[config.mk]
export PLATFORM = sky130hd
export DESIGN_NAME = ps2_port
export DESIGN_NICKNAME = d
export VERILOG_FILES = /design/src/rtl/ps2_pkg.sv /design/src/rtl/ps2_line_filter.sv /design/src/rtl/ps2_engine.sv /design/src/rtl/ps2_port.sv
export SDC_FILE = /design/constraint.sdc
export NUM_CORES = 1
export LEC_CHECK = 0
export ABC_AREA = 1
export BUFFER_PORTS_ARGS = -buffer_cell sky130_fd_sc_hd__buf_2
export CAP_MARGIN = 0
export CORE_MARGIN = 2
export CORE_UTILIZATION = 61
export DETAILED_ROUTE_END_ITERATION = 6
export HOLD_SLACK_MARGIN = 0.02
export PLACE_DENSITY = 0.8
export SLEW_MARGIN = 20
export SYNTH_ARGS = -nofsm -noshare
export SYNTH_HDL_FRONTEND = slang
export SYNTH_SLANG_ARGS = --single-unit
[constraint.sdc]
create_clock -name clk -period 2.1 [get_ports clk]
set_clock_uncertainty 0.1 [all_clocks]
set_input_delay 0.21 -clock clk [delete_from_list [all_inputs] [get_ports clk]]
set_output_delay 0.21 -clock clk [all_outputs]
set_load 0.03 [all_outputs]
[src/rtl/ps2_pkg.sv]
package ps2_pkg;
  typedef enum logic [2:0] {ST_IDLE, ST_RX, ST_INH, ST_REQ, ST_TX} ps2_state_e;

  // Register offsets
  localparam int unsigned OFS_DATA = 0;
  localparam int unsigned OFS_CTRL = 4;
  localparam int unsigned OFS_STAT = 8;

  // Control register layout, MSB first
  typedef struct packed {
    logic [1:0] stop_mode;
    logic [1:0] par_mode;
    logic       enable;
    logic       dir_tx;
  } ps2_ctrl_t;

  // Status bits that are cleared by writing one
  localparam logic [7:0] W1C_MASK = 8'hAE;
endpackage

[src/rtl/ps2_line_filter.sv]
module ps2_line_filter #(
  parameter int unsigned STABLE = 4,
  parameter logic        INIT   = 1'b1
) (
  input  logic clk,
  input  logic rst,
  input  logic din,
  output logic dout
);
  localparam int unsigned CW = $clog2(STABLE + 1);

  logic          s1, s2;
  logic [CW-1:0] cnt;

  always_ff @(posedge clk) begin
    if (rst) begin
      s1   <= INIT;
      s2   <= INIT;
      dout <= INIT;
      cnt  <= '0;
    end else begin
      s1 <= din;
      s2 <= s1;
      if (s2 == dout) begin
        cnt <= '0;
      end else if (cnt == CW'(STABLE - 1)) begin
        dout <= s2;
        cnt  <= '0;
      end else begin
        cnt <= cnt + 1'b1;
      end
    end
  end
endmodule

[src/rtl/ps2_engine.sv]
module ps2_engine
  import ps2_pkg::*;
#(
  parameter int unsigned INH_CYC   = 100,
  parameter int unsigned START_CYC = 25000,
  parameter int unsigned FRAME_CYC = 2000,
  parameter int unsigned GAP_CYC   = 2000
) (
  input  logic       clk,
  input  logic       rst,
  input  logic       enable,
  input  logic       dir_tx,
  input  logic [1:0] par_mode,
  input  logic [1:0] stop_mode,
  input  logic       hold,
  input  logic       tx_go,
  input  logic [7:0] tx_byte,
  input  logic       clk_fall,
  input  logic       dat_lvl,
  output logic       clk_pull,
  output logic       dat_pull,
  output logic       rx_done,
  output logic [7:0] rx_byte,
  output logic       ev_pe,
  output logic       ev_fe,
  output logic       ev_rxto,
  output logic       ev_txto,
  output logic       ev_txst,
  output logic       tx_idle,
  output logic       rx_busy
);
  localparam int unsigned TA   = (INH_CYC > START_CYC) ? INH_CYC : START_CYC;
  localparam int unsigned TB   = (FRAME_CYC > GAP_CYC) ? FRAME_CYC : GAP_CYC;
  localparam int unsigned TMAX = (TA > TB) ? TA : TB;
  localparam int unsigned TW   = $clog2(TMAX + 1);

  ps2_state_e    st;
  logic [TW-1:0] tmr;
  logic [3:0]    bitn;
  logic [9:0]    sr;
  logic [9:0]    txs;
  logic [10:0]   full;
  logic          odd_ok, par_bad, stop_bad, frame_bad, tx_par;

  // full[0] start, full[8:1] data, full[9] parity, full[10] stop
  assign full      = {dat_lvl, sr};
  assign odd_ok    = ^full[9:1];
  assign par_bad   = (par_mode == 2'd0 && !odd_ok) || (par_mode == 2'd1 && odd_ok);
  assign stop_bad  = (stop_mode == 2'd0 && !full[10]) || (stop_mode == 2'd1 && full[10]);
  assign frame_bad = full[0] || stop_bad;
  assign tx_par    = (par_mode == 2'd1) ? ^tx_byte : ~^tx_byte;

  assign clk_pull = enable && ((st == ST_INH) || (st == ST_IDLE && !dir_tx && hold));
  assign tx_idle  = !(st == ST_INH || st == ST_REQ || st == ST_TX);
  assign rx_busy  = (st == ST_RX);

  always_ff @(posedge clk) begin
    if (rst) begin
      st       <= ST_IDLE;
      tmr      <= '0;
      bitn     <= '0;
      sr       <= '0;
      txs      <= '0;
      dat_pull <= 1'b0;
      rx_done  <= 1'b0;
      rx_byte  <= '0;
      ev_pe    <= 1'b0;
      ev_fe    <= 1'b0;
      ev_rxto  <= 1'b0;
      ev_txto  <= 1'b0;
      ev_txst  <= 1'b0;
    end else begin
      rx_done <= 1'b0;
      ev_pe   <= 1'b0;
      ev_fe   <= 1'b0;
      ev_rxto <= 1'b0;
      ev_txto <= 1'b0;
      ev_txst <= 1'b0;
      if (!enable) begin
        st       <= ST_IDLE;
        dat_pull <= 1'b0;
      end else begin
        unique case (st)
          ST_IDLE: begin
            tmr  <= '0;
            bitn <= '0;
            if (dir_tx) begin
              if (tx_go) begin
                txs <= {1'b1, tx_par, tx_byte};
                st  <= ST_INH;
              end
            end else if (clk_fall && !hold) begin
              sr   <= {dat_lvl, sr[9:1]};
              bitn <= 4'd1;
              st   <= ST_RX;
            end
          end
          ST_RX: begin
            if (clk_fall) begin
              tmr <= '0;
              sr  <= {dat_lvl, sr[9:1]};
              if (bitn == 4'd10) begin
                st      <= ST_IDLE;
                ev_pe   <= par_bad;
                ev_fe   <= frame_bad;
                rx_done <= !par_bad && !frame_bad;
                rx_byte <= full[8:1];
              end else begin
                bitn <= bitn + 4'd1;
              end
            end else if (tmr == TW'(GAP_CYC - 1)) begin
              ev_rxto <= 1'b1;
              st      <= ST_IDLE;
            end else begin
              tmr <= tmr + 1'b1;
            end
          end
          ST_INH: begin
            if (tmr == TW'(INH_CYC - 1)) begin
              tmr      <= '0;
              dat_pull <= 1'b1;
              st       <= ST_REQ;
            end else begin
              tmr <= tmr + 1'b1;
            end
          end
          ST_REQ: begin
            if (clk_fall) begin
              dat_pull <= ~txs[0];
              txs      <= {1'b1, txs[9:1]};
              bitn     <= 4'd1;
              tmr      <= '0;
              st       <= ST_TX;
            end else if (tmr == TW'(START_CYC - 1)) begin
              ev_txst  <= 1'b1;
              dat_pull <= 1'b0;
              st       <= ST_IDLE;
            end else begin
              tmr <= tmr + 1'b1;
            end
          end
          ST_TX: begin
            if (clk_fall) begin
              if (bitn == 4'd10) begin
                ev_fe    <= dat_lvl;
                dat_pull <= 1'b0;
                st       <= ST_IDLE;
              end else begin
                dat_pull <= ~txs[0];
                txs      <= {1'b1, txs[9:1]};
                bitn     <= bitn + 4'd1;
              end
            end else if (tmr == TW'(FRAME_CYC - 1)) begin
              ev_txto  <= 1'b1;
              dat_pull <= 1'b0;
              st       <= ST_IDLE;
            end else begin
              tmr <= tmr + 1'b1;
            end
          end
          default: st <= ST_IDLE;
        endcase
      end
    end
  end
endmodule

[src/rtl/ps2_port.sv]
module ps2_port
  import ps2_pkg::*;
#(
  parameter int unsigned CLK_HZ = 50_000_000,
  parameter int unsigned AW     = 4,
  parameter int unsigned FILT   = 4
) (
  input  logic          clk,
  input  logic          rst,
  input  logic          bus_wr,
  input  logic          bus_rd,
  input  logic [AW-1:0] bus_addr,
  input  logic [7:0]    bus_wdata,
  output logic [7:0]    bus_rdata,
  output logic          irq,
  input  logic          ps2_clk_in,
  output logic          ps2_clk_pull,
  input  logic          ps2_dat_in,
  output logic          ps2_dat_pull
);
  localparam int unsigned INH_CYC   = CLK_HZ / 10_000;  // 100 us
  localparam int unsigned START_CYC = CLK_HZ / 40;      // 25 ms
  localparam int unsigned FRAME_CYC = CLK_HZ / 500;     // 2 ms
  localparam int unsigned GAP_CYC   = CLK_HZ / 500;     // 2 ms
  localparam int unsigned NLINES    = 2;

  ps2_ctrl_t         ctrl;
  logic              rdy_q, rxto_q, pe_q, fe_q, txto_q, txst_q;
  logic [7:0]        rx_buf, status, clr;
  logic [NLINES-1:0] raw, filt;
  logic              clk_prev, clk_fall;
  logic              sel_data, sel_ctrl, sel_stat, tx_go;
  logic              eng_rx_done, eng_ev_pe, eng_ev_fe, eng_ev_rxto, eng_ev_txto, eng_ev_txst;
  logic              eng_tx_idle, eng_rx_busy;
  logic [7:0]        eng_rx_byte;

  // index 0: clock line, index 1: data line
  assign raw = {ps2_dat_in, ps2_clk_in};

  for (genvar gi = 0; gi < NLINES; gi++) begin : g_line
    ps2_line_filter #(.STABLE(FILT), .INIT(1'b1)) u_filt (
      .clk (clk),
      .rst (rst),
      .din (raw[gi]),
      .dout(filt[gi])
    );
  end

  assign clk_fall = clk_prev && !filt[0];
  assign sel_data = (bus_addr == AW'(OFS_DATA));
  assign sel_ctrl = (bus_addr == AW'(OFS_CTRL));
  assign sel_stat = (bus_addr == AW'(OFS_STAT));
  assign tx_go    = bus_wr && sel_data && ctrl.enable && ctrl.dir_tx && eng_tx_idle;
  assign clr      = (bus_wr && sel_stat) ? (bus_wdata & W1C_MASK) : 8'h00;
  assign status   = {txst_q, eng_rx_busy, txto_q, eng_tx_idle, fe_q, pe_q, rxto_q, rdy_q};

  ps2_engine #(
    .INH_CYC  (INH_CYC),
    .START_CYC(START_CYC),
    .FRAME_CYC(FRAME_CYC),
    .GAP_CYC  (GAP_CYC)
  ) u_eng (
    .clk      (clk),
    .rst      (rst),
    .enable   (ctrl.enable),
    .dir_tx   (ctrl.dir_tx),
    .par_mode (ctrl.par_mode),
    .stop_mode(ctrl.stop_mode),
    .hold     (rdy_q),
    .tx_go    (tx_go),
    .tx_byte  (bus_wdata),
    .clk_fall (clk_fall),
    .dat_lvl  (filt[1]),
    .clk_pull (ps2_clk_pull),
    .dat_pull (ps2_dat_pull),
    .rx_done  (eng_rx_done),
    .rx_byte  (eng_rx_byte),
    .ev_pe    (eng_ev_pe),
    .ev_fe    (eng_ev_fe),
    .ev_rxto  (eng_ev_rxto),
    .ev_txto  (eng_ev_txto),
    .ev_txst  (eng_ev_txst),
    .tx_idle  (eng_tx_idle),
    .rx_busy  (eng_rx_busy)
  );

  always_ff @(posedge clk) begin
    if (rst) begin
      ctrl      <= '0;
      rdy_q     <= 1'b0;
      rxto_q    <= 1'b0;
      pe_q      <= 1'b0;
      fe_q      <= 1'b0;
      txto_q    <= 1'b0;
      txst_q    <= 1'b0;
      rx_buf    <= '0;
      bus_rdata <= '0;
      irq       <= 1'b0;
      clk_prev  <= 1'b1;
    end else begin
      clk_prev <= filt[0];
      if (bus_wr && sel_ctrl) ctrl <= ps2_ctrl_t'(bus_wdata[5:0]);
      if (eng_rx_done) rx_buf <= eng_rx_byte;
      rdy_q  <= eng_rx_done || (rdy_q && !(bus_rd && sel_data));
      rxto_q <= eng_ev_rxto || (rxto_q && !clr[1]);
      pe_q   <= eng_ev_pe   || (pe_q   && !clr[2]);
      fe_q   <= eng_ev_fe   || (fe_q   && !clr[3]);
      txto_q <= eng_ev_txto || (txto_q && !clr[5]);
      txst_q <= eng_ev_txst || (txst_q && !clr[7]);
      if (bus_rd) begin
        if (sel_data)      bus_rdata <= rx_buf;
        else if (sel_ctrl) bus_rdata <= {2'b00, ctrl};
        else if (sel_stat) bus_rdata <= status;
        else               bus_rdata <= 8'h00;
      end
      irq <= rdy_q || rxto_q || pe_q || fe_q || txto_q || txst_q;
    end
  end
endmodule

==> impl_results.md <==
- Register area share after synthesis: 0.391
- YS warnings: 0
- Static leakage: 2.56 nW
- Critical Path Fanout Max: 5
- Vias/cell: 5.63
- Family with the most delay on the worst path: buffers and inverters
- Final #Nets: 851
- Ys flop type: dfxtp_1
- Die Y: 97.9 µm
- # Max-Cap Violations: 0
- Critical setup path kind: reg -> out
- Vias in the first global route: 4966
- CTS clk-pin slew, worst paths: 110 ps
- Post-route insts no fill: 939
- DRC violations left: 0
- Largest net degree at the start of global routing: 32
- Routed Antenna Nets: 0
- Global route overflow: 0
- Internal Power: 2.56 mW
- Worst Path Arrival: 1740 ps
- Initial Utilization: 0.622
- Filler cell count: 760
- Top Ports: 29
- CP Buf/Inv Count: 3
- Max transition margin: 0.567
- Largest stage delay, worst path: 390 ps
- CP max-delay cell: dfxtp_2
- Fraction of layout cells with a size suffix above 1: 0.143
- Post-Syn Area: 5380 µm²
- Final setup fails: 0
- Syn Area/Cell: 6.82 µm²
- Net Switching: 0.952 mW
- Slew @ Worst Pin: 649 ps
- CP Capture Type: primary output
- CTS tree: built
- H-tree depth: 3
- Routed len/inst: 14.2 µm
- Hold Vio Cnt, Final: 0
- Cell Rows: 34
- Routability cong.: 1.09
- Die ar.: 9580 µm²
- ANT cells: 0
- Clock buffer depth: 2
- Hold Crit Class: in -> reg
- Commonest non-fill, non-tap cell in the layout: nand2_1
- Period utilization: 0.975
- Sw frac: 0.271
- Seq pwr share: 0.573
- Crit path top cell by count: inv_1
- Syn nets: 813
- Area growth syn-to-layout: 10.8%
- Comb power frac: 0.062
- Post-synth EDFFs: 0
- Die X: 97.9 µm
- Commonest non-fill, non-tap cells in the layout: 147 x nand2_1, 116 x nor2_1, 102 x dfxtp_1
- Final Critical Period: 2050 ps
- Clock sinks: 105
- DRT iter0 DRCs: 418
- Drt total wl: 13400 µm
- Num CTS Buffers: 9
- #FFs+latches synth: 105
- Final Core Density: 0.689
- Cells after synthesis: 788
- Clk_lat worst skew: 380 ps
- FFs w/ async S/R, synth: 0
- IO Port Bufs: 28
- Initial antenna violation count: 0
- Vias: 5285
- Hold slack final: 78.6 ps
- Total iterations of the first detailed-routing run: 5
- Max-slew violation count: 0
- Pwr/cell area: 590 nW/µm²
- Status: finished clean
- VDD IR-drop max: 0.405 mV
- Clk pwr share: 0.365
- Total power: 3.51 mW
- Yosys cell types: 47
- Area of the core: 8640 µm²
- CP startpoint kind: flop
- Root Buffer: clkbuf_8
- WP data required: 1790 ps
- Setup TNS: 0 ps
- Ordered cell list for the critical path: inv_1, nor3_4, inv_1, a211oi_2, buf_4
- Achievable frequency: 0.488 GHz
- Post-DP HPWL: 9950 µm
- Inst Count DP: 919
- First-pass GRT wire length: 22300 µm
- GRT Total Usage: 0.283
cells by family (layout without fill, tap and decap cells):
family,Yosys count,in the layout,synth area share
AOI/OAI and AO/OA,160,160,0.164
buffers and inverters,133,176,0.0996
DFF,105,105,0.391
xor gates and xnor gates,14,14,0.0228
and+or+nand+nor,369,369,0.306
adders and majority gates,7,7,0.0163
what timing repair did:
action                     CTS  global route
hold buffers                 2             0
gates resized for setup      4             9
hold endpoints to repair     2             0
setup endpoints to repair    1            19
cloned                       0             0
buffers inserted             0             2
registers in the layout, indices dropped and copies added, names as in the netlist, 4 cells and up:
signal	count
g_line.u_filt.cnt	6
u_eng.rx_byte	8
ctrl	6
u_eng.tmr	21
u_eng.bitn	4
bus_rdata	8
u_eng.txs	10
u_eng.sr	10
rx_buf	8
power groups by stage:
stage	Sequential, mW	Combinational [mW]	Clock (mW)
after floorplan	2.07	0.122	0
after global routing	2.02	0.243	1.38
after detailed placement	2.06	0.213	0
after CTS	2.01	0.217	1.29
final	2.01	0.218	1.28
after global placement	2.06	0.207	0
path summary, 6_finish.rpt:
check,start,to,slack [ps],depth (start not counted)
worst max register to register,u_eng.tmr[0]$_SDFFE_PP0P_,u_eng.tmr[16]$_SDFFE_PP0P_,120,11
worst max-delay path,u_eng.st[1]$_SDFFE_PP0P_,ps2_clk_pull,50,5
worst min-delay path,bus_wdata[0],ctrl[0]$_SDFFE_PP0P_,80,3
worst min register to register,g_line[0].u_filt.s1$_SDFF_PP1_,g_line[0].u_filt.s2$_SDFF_PP1_,320,1
Yosys cell counts (all sizes together) (5+ instances only):
library cell / n / area [µm²]
a21oi: 64 / 347
o211ai: 7 / 52.6
o21ai: 75 / 375
ha: 7 / 87.6
nor2: 127 / 527
nand4: 10 / 75.1
buf: 10 / 71.3
inv: 112 / 423
nor3: 12 / 75.1
xnor2: 7 / 61.3
nand2: 157 / 617
or2: 5 / 31.3
clkbuf: 11 / 41.3
dfxtp: 105 / 2100
nand3: 51 / 265
xor2: 7 / 61.3
per-layer routing:
layer | wire, µm | vias to the layer above | global-route usage
li1 | - | 2611 | -
met1 | 5610 | 2402 | 0.353
met2 | 6320 | 218 | 0.478
met3 | 923 | 54 | 0.0573
met4 | 519 | 0 | 0.121
met5 | 0 | - | 0
worst register-to-register path: stages (launching register included):
cell and delay [ps]:
dfxtp_1 390, ha_1 200, nand2_2 90, inv_2 80
nand2_1 110, nor2_2 160, nand4_2 140, nand2_4 150
inv_4 100, a21oi_2 220, nand2_1 100, nor2_1 90
stage by stage:
step                      area (µm²)  worst slack (ps)
final                           5950              52.0
after global routing            5950             -16.1
after CTS                       5920              17.2
after detailed placement        5670               109
after global placement          5670               217
after floorplan                 5380               204
cell type report:
type	instances	area [µm²]	area share
multi-input cells	550	2770	0.465
flip-flops and latches	105	2110	0.354
repair buffers	48	310	0.0521
clock inverters	7	86.3	0.0145
well taps	108	135	0.0227
inverters	112	423	0.0710
clock buffers	9	124	0.0208
Power figures use the tool's default switching activity.
